**src/rtl/dtr_pkg.sv**
```systemverilog
package dtr_pkg;

  // Phase map of one read, w = word width:
  // 0..3       : two clock pulses, chip-select high
  // 4          : chip-select low, clock low (setup)
  // 5..2w+4    : w data pulses (odd phases high)
  // 2w+5       : chip-select high, clock low
  // 2w+6,2w+7  : one trailing pulse
  function automatic int last_phase(input int w);
    return 2 * w + 7;
  endfunction

  function automatic logic phase_sck(input int p, input int w);
    if (p < 4)
      return (p % 2 == 0);
    else if (p >= 5 && p <= 2 * w + 4)
      return (p % 2 == 1);
    else
      return (p == 2 * w + 6);
  endfunction

  function automatic logic phase_cs(input int p, input int w);
    return !(p >= 4 && p <= 2 * w + 4);
  endfunction

  function automatic logic phase_sample(input int p, input int w);
    return (p >= 5) && (p <= 2 * w + 4) && (p % 2 == 1);
  endfunction

endpackage

```
**src/rtl/dtr_seq.sv**
```systemverilog
module dtr_seq
  import dtr_pkg::*;
#(
  parameter int PHASE_CYC = 4,
  parameter int WORD_W    = 16
) (
  input  logic clk,
  input  logic rst,
  input  logic start_i,
  output logic busy_o,
  output logic sck_o,
  output logic cs_o,
  output logic shift_o,
  output logic finish_o
);
  localparam int LAST = last_phase(WORD_W);
  localparam int PHW  = $clog2(LAST + 1);
  localparam int CW   = (PHASE_CYC > 1) ? $clog2(PHASE_CYC) : 1;

  logic [CW-1:0]  cnt;
  logic [PHW-1:0] ph;
  logic           phase_end;

  assign phase_end = busy_o && (cnt == CW'(PHASE_CYC - 1));
  assign shift_o   = phase_end && phase_sample(int'(ph), WORD_W);
  assign finish_o  = phase_end && (ph == PHW'(LAST));

  always_ff @(posedge clk) begin
    if (rst) begin
      busy_o <= 1'b0;
      cnt    <= '0;
      ph     <= '0;
      sck_o  <= 1'b0;
      cs_o   <= 1'b1;
    end else if (!busy_o) begin
      if (start_i) begin
        busy_o <= 1'b1;
        cnt    <= '0;
        ph     <= '0;
        sck_o  <= phase_sck(0, WORD_W);
        cs_o   <= phase_cs(0, WORD_W);
      end
    end else if (phase_end) begin
      cnt <= '0;
      if (ph == PHW'(LAST)) begin
        busy_o <= 1'b0;
        sck_o  <= 1'b0;
        cs_o   <= 1'b1;
      end else begin
        ph    <= ph + 1'b1;
        sck_o <= phase_sck(int'(ph) + 1, WORD_W);
        cs_o  <= phase_cs(int'(ph) + 1, WORD_W);
      end
    end else begin
      cnt <= cnt + 1'b1;
    end
  end

endmodule

```
**src/rtl/dtr_lane.sv**
```systemverilog
module dtr_lane #(
  parameter int WORD_W      = 16,
  parameter int DROP        = 2,
  parameter int SYNC_STAGES = 2
) (
  input  logic                              clk,
  input  logic                              rst,
  input  logic                              sdi_i,
  input  logic                              shift_i,
  input  logic                              finish_i,
  output logic signed [WORD_W-DROP-1:0]     temp_o,
  output logic                              valid_o
);
  localparam int TW = WORD_W - DROP;

  logic [SYNC_STAGES-1:0] sync_q;
  logic                   sdi_s;
  logic [WORD_W-1:0]      raw;
  logic                   bad_code;

  generate
    if (SYNC_STAGES == 1) begin : g_sync1
      always_ff @(posedge clk)
        if (rst) sync_q <= '0;
        else     sync_q <= sdi_i;
    end else begin : g_syncn
      always_ff @(posedge clk)
        if (rst) sync_q <= '0;
        else     sync_q <= {sync_q[SYNC_STAGES-2:0], sdi_i};
    end
  endgenerate

  assign sdi_s    = sync_q[SYNC_STAGES-1];
  assign bad_code = (raw == '0) || (raw == '1);

  always_ff @(posedge clk) begin
    if (rst) begin
      raw     <= '0;
      temp_o  <= '0;
      valid_o <= 1'b0;
    end else begin
      if (shift_i)
        raw <= {raw[WORD_W-2:0], sdi_s};
      if (finish_i) begin
        valid_o <= !bad_code;
        temp_o  <= bad_code ? '0 : $signed(raw[WORD_W-1:DROP]);
      end
    end
  end

  initial if (TW < 2) $error("dtr_lane: word too narrow");

endmodule

```
**src/rtl/dual_temp_reader.sv**
```systemverilog
module dual_temp_reader #(
  parameter int PHASE_CYC   = 4,
  parameter int WORD_W      = 16,
  parameter int DROP        = 2,
  parameter int SYNC_STAGES = 2,
  localparam int TEMP_W     = WORD_W - DROP
) (
  input  logic                     clk,
  input  logic                     rst,
  input  logic                     start_i,
  input  logic                     sdi_a_i,
  input  logic                     sdi_b_i,
  output logic                     sck_o,
  output logic                     cs_o,
  output logic                     done_o,
  output logic signed [TEMP_W-1:0] temp_a_o,
  output logic signed [TEMP_W-1:0] temp_b_o,
  output logic                     valid_a_o,
  output logic                     valid_b_o
);
  localparam int LANES = 2;

  logic busy;
  logic shift;
  logic finish;
  logic [LANES-1:0] sdi_v;
  logic [LANES-1:0] valid_v;
  logic signed [TEMP_W-1:0] temp_v [LANES];

  assign sdi_v = {sdi_b_i, sdi_a_i};

  dtr_seq #(
    .PHASE_CYC (PHASE_CYC),
    .WORD_W    (WORD_W)
  ) u_seq (
    .clk      (clk),
    .rst      (rst),
    .start_i  (start_i),
    .busy_o   (busy),
    .sck_o    (sck_o),
    .cs_o     (cs_o),
    .shift_o  (shift),
    .finish_o (finish)
  );

  generate
    for (genvar i = 0; i < LANES; i++) begin : g_lane
      dtr_lane #(
        .WORD_W      (WORD_W),
        .DROP        (DROP),
        .SYNC_STAGES (SYNC_STAGES)
      ) u_lane (
        .clk      (clk),
        .rst      (rst),
        .sdi_i    (sdi_v[i]),
        .shift_i  (shift),
        .finish_i (finish),
        .temp_o   (temp_v[i]),
        .valid_o  (valid_v[i])
      );
    end
  endgenerate

  always_ff @(posedge clk) begin
    if (rst) done_o <= 1'b0;
    else     done_o <= finish;
  end

  assign temp_a_o  = temp_v[0];
  assign temp_b_o  = temp_v[1];
  assign valid_a_o = valid_v[0];
  assign valid_b_o = valid_v[1];

endmodule

```
**config.mk**
```make
export PLATFORM = sky130hd
export DESIGN_NAME = dual_temp_reader
export DESIGN_NICKNAME = d
export VERILOG_FILES = /design/src/rtl/dtr_pkg.sv /design/src/rtl/dtr_seq.sv /design/src/rtl/dtr_lane.sv /design/src/rtl/dual_temp_reader.sv
export SDC_FILE = /design/constraint.sdc
export NUM_CORES = 1
export LEC_CHECK = 0
export BUFFER_PORTS_ARGS = -buffer_cell sky130_fd_sc_hd__buf_2
export CORE_MARGIN = 2
export CORE_UTILIZATION = 56
export DETAILED_ROUTE_END_ITERATION = 16
export GPL_TIMING_DRIVEN = 0
export PLACE_DENSITY_LB_ADDON = 0.05
export SETUP_SLACK_MARGIN = 0.1
export SYNTH_ARGS = -nofsm -noshare
export SYNTH_HDL_FRONTEND = slang
export SYNTH_SLANG_ARGS = --single-unit
```
**constraint.sdc**
```tcl
create_clock -name clk -period 2.3 [get_ports clk]
set_input_delay 0.345 -clock clk [delete_from_list [all_inputs] [get_ports clk]]
set_output_delay 0.345 -clock clk [all_outputs]
set_load 0.005 [all_outputs]
```
---- Word level (Yosys, flattened, before mapping) ----
Index checks and enable logic that the tools add are counted.
word-level totals
  output and inout bits ................... 33
  logic and storage cells ................. 72
  register bits ........................... 78
cells by class
  eq/ne operators ......................... 8
  reductions and logical operators ........ 18
  add/subtract/negate cells ............... 3
  $lt $le $gt $ge ......................... 6
  mux-type cells .......................... 22
  bitwise gates (word level) .............. 1
operators with widths
  kind                                                                                   number
  32-bit by 4-bit greater-or-equal comparator with 1-bit output (second input constant)  2
  16-bit equality test (second input constant)                                           2
  32-bit by 7-bit equality test with 1-bit output (second input constant)                1
  32-bit by 7-bit less-or-equal comparator with 1-bit output (second input constant)     1
  16-bit zero test                                                                       2
  32-bit zero test                                                                       1
  32-bit by 4-bit < comparator with 1-bit output (second input constant)                 1
  14-bit 2-to-1 mux                                                                      2
  6-bit 2-to-1 mux                                                                       4
  1-bit 2-to-1 mux                                                                       13
  6-bit by 1-bit adder with 7-bit output (second input constant)                         1
  1-bit logical AND                                                                      7
  6-bit by 1-bit adder with 6-bit output (second input constant)                         1
  6-bit equality test (second input constant)                                            1
  6-bit by 3-bit greater-or-equal comparator with 1-bit output (second input constant)   1
  6-bit less-or-equal comparator (second input constant)                                 1
  2-bit 2-to-1 mux                                                                       3
  2-bit equality test (second input constant)                                            2
  2-bit inequality test (second input constant)                                          2
  1-bit zero test                                                                        3
  3-bit AND reduction                                                                    1
  2-bit by 1-bit adder with 2-bit output (second input constant)                         1
  1-bit logical OR                                                                       2
  2-bit AND reduction                                                                    1
  2 further kinds                                                                        2

---- Depth between registers and ports, before layout ----
  depth after elaboration ................. 8
  depth in mapped cells ................... 9
  depth with buffers taken out ............ 7

---- Modules after synthesis ----
From an unflattened synthesis, not the netlist that was laid out.
second synthesis, totals
  cell total of the unflattened synthesis .. 387
  area, all modules ....................... 3,741.1 sq um
modules (own cells, without submodules)
  module            times used  area an instance (sq um)  cells an instance  seq. area each (sq um)
  dtr_lane          2           1,386.3                   135                660.6
  dtr_seq           1           934.6                     115                220.2
  dual_temp_reader  1           33.8                      2                  20.0

---- Least setup slack after synthesis ----
No wires, ideal clock.
  path type ............................... flip-flop to flip-flop
  start ................................... register u_seq.ph[0]
  end ..................................... register g_lane[0].u_lane.raw[10]
  setup slack ............................. 181 ps
  arrival ................................. 1,991 ps
  data required time ...................... 2,172 ps
  setup time .............................. 128 ps
  path buffers ............................ 2
  cell stages (with the launch flop) ...... 10
  cell sequence ........................... dfxtp_1 -> clkbuf_8 -> inv_1 -> ha_1 -> nand2b_1 -> a21oi_1 -> a2111oi_4 -> buf_6 -> mux2i_1 -> nor2_1
between the ends
  longest elaborated chain between the ends .. 4
  elaborated cells on any way between the ends .. 5
RTL lines
  element                                                                                                         line            RTL
  start: declaration                                                                                              dtr_seq.sv:21   logic [PHW-1:0] ph;
  start signal: assignment                                                                                        dtr_seq.sv:50   ph <= ph + 1'b1;
  6-bit by 3-bit greater-or-equal comparator with 1-bit output or 6-bit less-or-equal comparator (tied branches)  dtr_pkg.sv:27   return (p >= 5) && (p <= 2 * w + 4) && (p % 2 == 1);
  1-bit logical AND                                                                                               dtr_pkg.sv:27
  1-bit logical AND (*)                                                                                           dtr_pkg.sv:27
  1-bit logical AND (*)                                                                                           dtr_seq.sv:25   assign shift_o = phase_end && phase_sample(int'(ph), WORD_W);
  end signal: assignment                                                                                          dtr_lane.sv:43  raw <= {raw[WORD_W-2:0], sdi_s};
  end: declaration                                                                                                dtr_lane.sv:18  logic [WORD_W-1:0] raw;
Every way passes the cells marked *; elsewhere a longest branch is shown, timed or not.
A chain may end at the register's enable or synchronous reset.

---- Worst setup path after layout ----
  start ................................... register u_seq.ph[0]
  end ..................................... register g_lane[0].u_lane.raw[7]
Same word-level chain as after synthesis.

==> results.json <==
{
  "post_dp_cell_area_um2": 3550,
  "skew_ns": 0.0108,
  "cts.clk_slew.worst_paths_ns": 0.08,
  "yosys.area.top_type": "dfxtp_1",
  "clock-sinks": 78,
  "initial_core_util": 0.587,
  "ios": 38,
  "cp-start-kind": "flop",
  "maxCapViolations": 0,
  "crit_type": "flop to flop",
  "antenna_left": 0,
  "wl_per_cell_um": 15.3,
  "final_nets": 386,
  "root_buffer": "clkbuf_8",
  "syn_area_um2": 3270,
  "yosysSeqAreaShare": 0.477,
  "synth.top_cell.area_share": 0.477,
  "powerDensity_nw_per_um2": 603,
  "dp_hpwl_um": 4520,
  "synth_nets": 329,
  "drtIter0Drc": 112,
  "antennaDiodeCount": 0,
  "numPortBuffers": 37,
  "drt-pass1-iter-count": 4,
  "antenna_found_initial": 0,
  "routed_wl_um": 6900,
  "cts_tree": "yes",
  "crit_slowest_cell": "dfxtp_4",
  "finalPower_mw": 2.36,
  "avgSynthCellArea_um2": 10.3,
  "slowest_delay_ns": 0.40,
  "synth_seq_cells": 78,
  "critPathMaxFanout": 7,
  "ys_types": 50,
  "design.die.area_um2": 6470,
  "first_global_vias": 2255,
  "worstSkewPairLatency_ns": 0.36,
  "std_cell_rows": 27,
  "pre_cts_ws_ns": -0.157,
  "worstMarginPinSlew_ns": 0.549,
  "synth-edff-count": 0,
  "async_flop_share": 0,
  "grt_use_total": 0.217,
  "numCtsBuffers": 9,
  "dieHeight_um": 80.4,
  "syn_inst": 317,
  "synth_area_leaders": "dfxtp_1 48%, mux2i_1 10%, a22o_1 7.5%",
  "gp_congestion": 0.901,
  "setup_ws_ns": 0.195,
  "grt_pass1_wl_um": 10700,
  "final_cell_count_no_fill": 451,
  "synth_ff_type": "dfxtp_1",
  "slew_violations": 0,
  "hold_viol": 0,
  "hold_ws_ns": 0.202,
  "fin_area_um2": 3910,
  "required_ns": 2.53,
  "die_w_um": 80.4,
  "setup_viol": 0,
  "crit_path_end_kind": "flop",
  "area_delta_synth_final_pct": 19.6,
  "crit_chain": "buf_8 > clkinvlp_4 > ha_2 > nand2b_1 > a21oi_2 > a2111oi_4 > buf_6 > clkbuf_16 > mux2i_1 > nor2_1",
  "hp-class": "input port to flop",
  "max_freq_ghz": 0.475,
  "grt_max_degree": 16,
  "routed_via_density": 5.72,
  "run_status": "completed",
  "nFillCells": 406,
  "ir_drop_uv": 555,
  "dp_cells": 426,
  "clockBufferDepth": 2,
  "fin_crit_ns": 2.11,
  "vias": 2581,
  "finalSetupTns_ns": 0,
  "grt_overflow": 0,
  "cp.arrival_ns": 2.33,
  "ys_warn_count": 0,
  "core-area_um2": 5570,
  "h-tree-depth": 3,
  "drc": 0,
  "rsz0062_at_grt": "true",
  "final_core_util": 0.702,
  "leakagePower_nw": 1.56,
  "slew_headroom": 0.634,
  "fin_crit_sh": 0.915,
  "drive_gt1_frac": 0.248
}
==> cell usage after synthesis (all sizes together) (3+ instances only) <==
library cell  number
dfxtp             78
nor2              44
mux2i             33
a22o              28
nand4             14
buf               13
a21oi             12
nor2b             10
clkbuf             9
nor4               9
ha                 7
nand2              6
and3               4
nand2b             4
o21ai              4
a21o               3
inv                3
nor3               3
nor3b              3
==> state kept, by name, indices dropped and copies added, names as in the netlist, 2 cells and up <==
register	flops
g_lane.u_lane.valid_o	2
g_lane.u_lane.raw	32
g_lane.u_lane.temp_o	28
u_seq.cnt	2
u_seq.ph	6
g_lane.u_lane.sync_q	4
==> cells in the final DEF, fill, tap and decap left out, types with 4 or more instances in the layout <==
cell type / netlist / final
nand4_1: 14 / 14
a21oi_1: 11 / 10
buf_2: 4 / 41
o21ai_0: 4 / 4
nor2b_1: 10 / 10
ha_1: 7 / 5
nor2_1: 43 / 42
clkbuf_1: 7 / 7
and3_1: 4 / 4
clkbuf_8: 2 / 10
nand2b_1: 4 / 4
dfxtp_1: 78 / 76
nand2_1: 6 / 6
a22o_1: 28 / 28
mux2i_1: 33 / 32
nor4_1: 9 / 9
buf_4: 4 / 9
==> timing repair <==
action	CTS	global route
gates resized for setup	6	12
buffers inserted	2	4
setup endpoints to repair	53	31
pin swaps	1	1
hold buffers	0	0
gates cloned	0	3
==> critical path, delay by kind of cell, from the launching register on <==
kind / cells / cell delay (ns)
buf+inv: 4 / 0.62
compound gates: 2 / 0.44
flops: 1 / 0.40
fa+ha+maj: 1 / 0.19
simple gates: 2 / 0.15
mux: 1 / 0.18
==> routing by layer <==
| metal | vias up | wire [um] | track usage |
|---|---|---|---|
| met5 | - | 0 | 0 |
| met4 | 0 | 113 | 0.107 |
| met3 | 11 | 286 | 0.0393 |
| met2 | 60 | 3080 | 0.335 |
| met1 | 1222 | 3420 | 0.291 |
| li1 | 1288 | - | - |
==> area by class of cell <==
type | count | area [um2] | area share
inverters | 3 | 15.0 | 0.00384
repair buffers | 46 | 309 | 0.0790
plain buffers | 22 | 188 | 0.0480
clock inverters | 7 | 57.6 | 0.0147
clock buffers | 9 | 124 | 0.0317
multi-input cells | 214 | 1560 | 0.399
flip-flops and latches | 78 | 1570 | 0.400
well taps | 72 | 90.1 | 0.0230
==> cells by family (layout without fill, tap and decap cells) <==
group,after synthesis,in the layout,share of synthesized area
adder cells (fa/ha/maj),7,7,0.0268
AND/OR/NAND/NOR,108,108,0.178
multiplexers,33,33,0.101
flip-flops,78,78,0.477
buffers and inverters,25,87,0.0524
AO/OA/AOI/OAI,66,66,0.165
==> path summary, 6_finish.rpt <==
kind,cells past startpoint,end,start,slack (ns)
max,10,g_lane[0].u_lane.raw[7]$_SDFFE_PP0P_,u_seq.ph[0]$_SDFFE_PP0P_,0.19
min,2,g_lane[0].u_lane.sync_q[0]$_SDFF_PP0_,sdi_a_i,0.20
max reg2reg,10,g_lane[0].u_lane.raw[7]$_SDFFE_PP0P_,u_seq.ph[0]$_SDFFE_PP0P_,0.19
min reg2reg,1,g_lane[1].u_lane.sync_q[1]$_SDFF_PP0_,g_lane[1].u_lane.sync_q[0]$_SDFF_PP0_,0.44
==> power breakdown <==
| group | switching [mW] | internal [mW] |
|---|---|---|
| clock network | 0.541 | 0.406 |
| logic | 0.0352 | 0.0166 |
| registers | 0.00465 | 1.35 |
(Power assumes the default switching activity.)
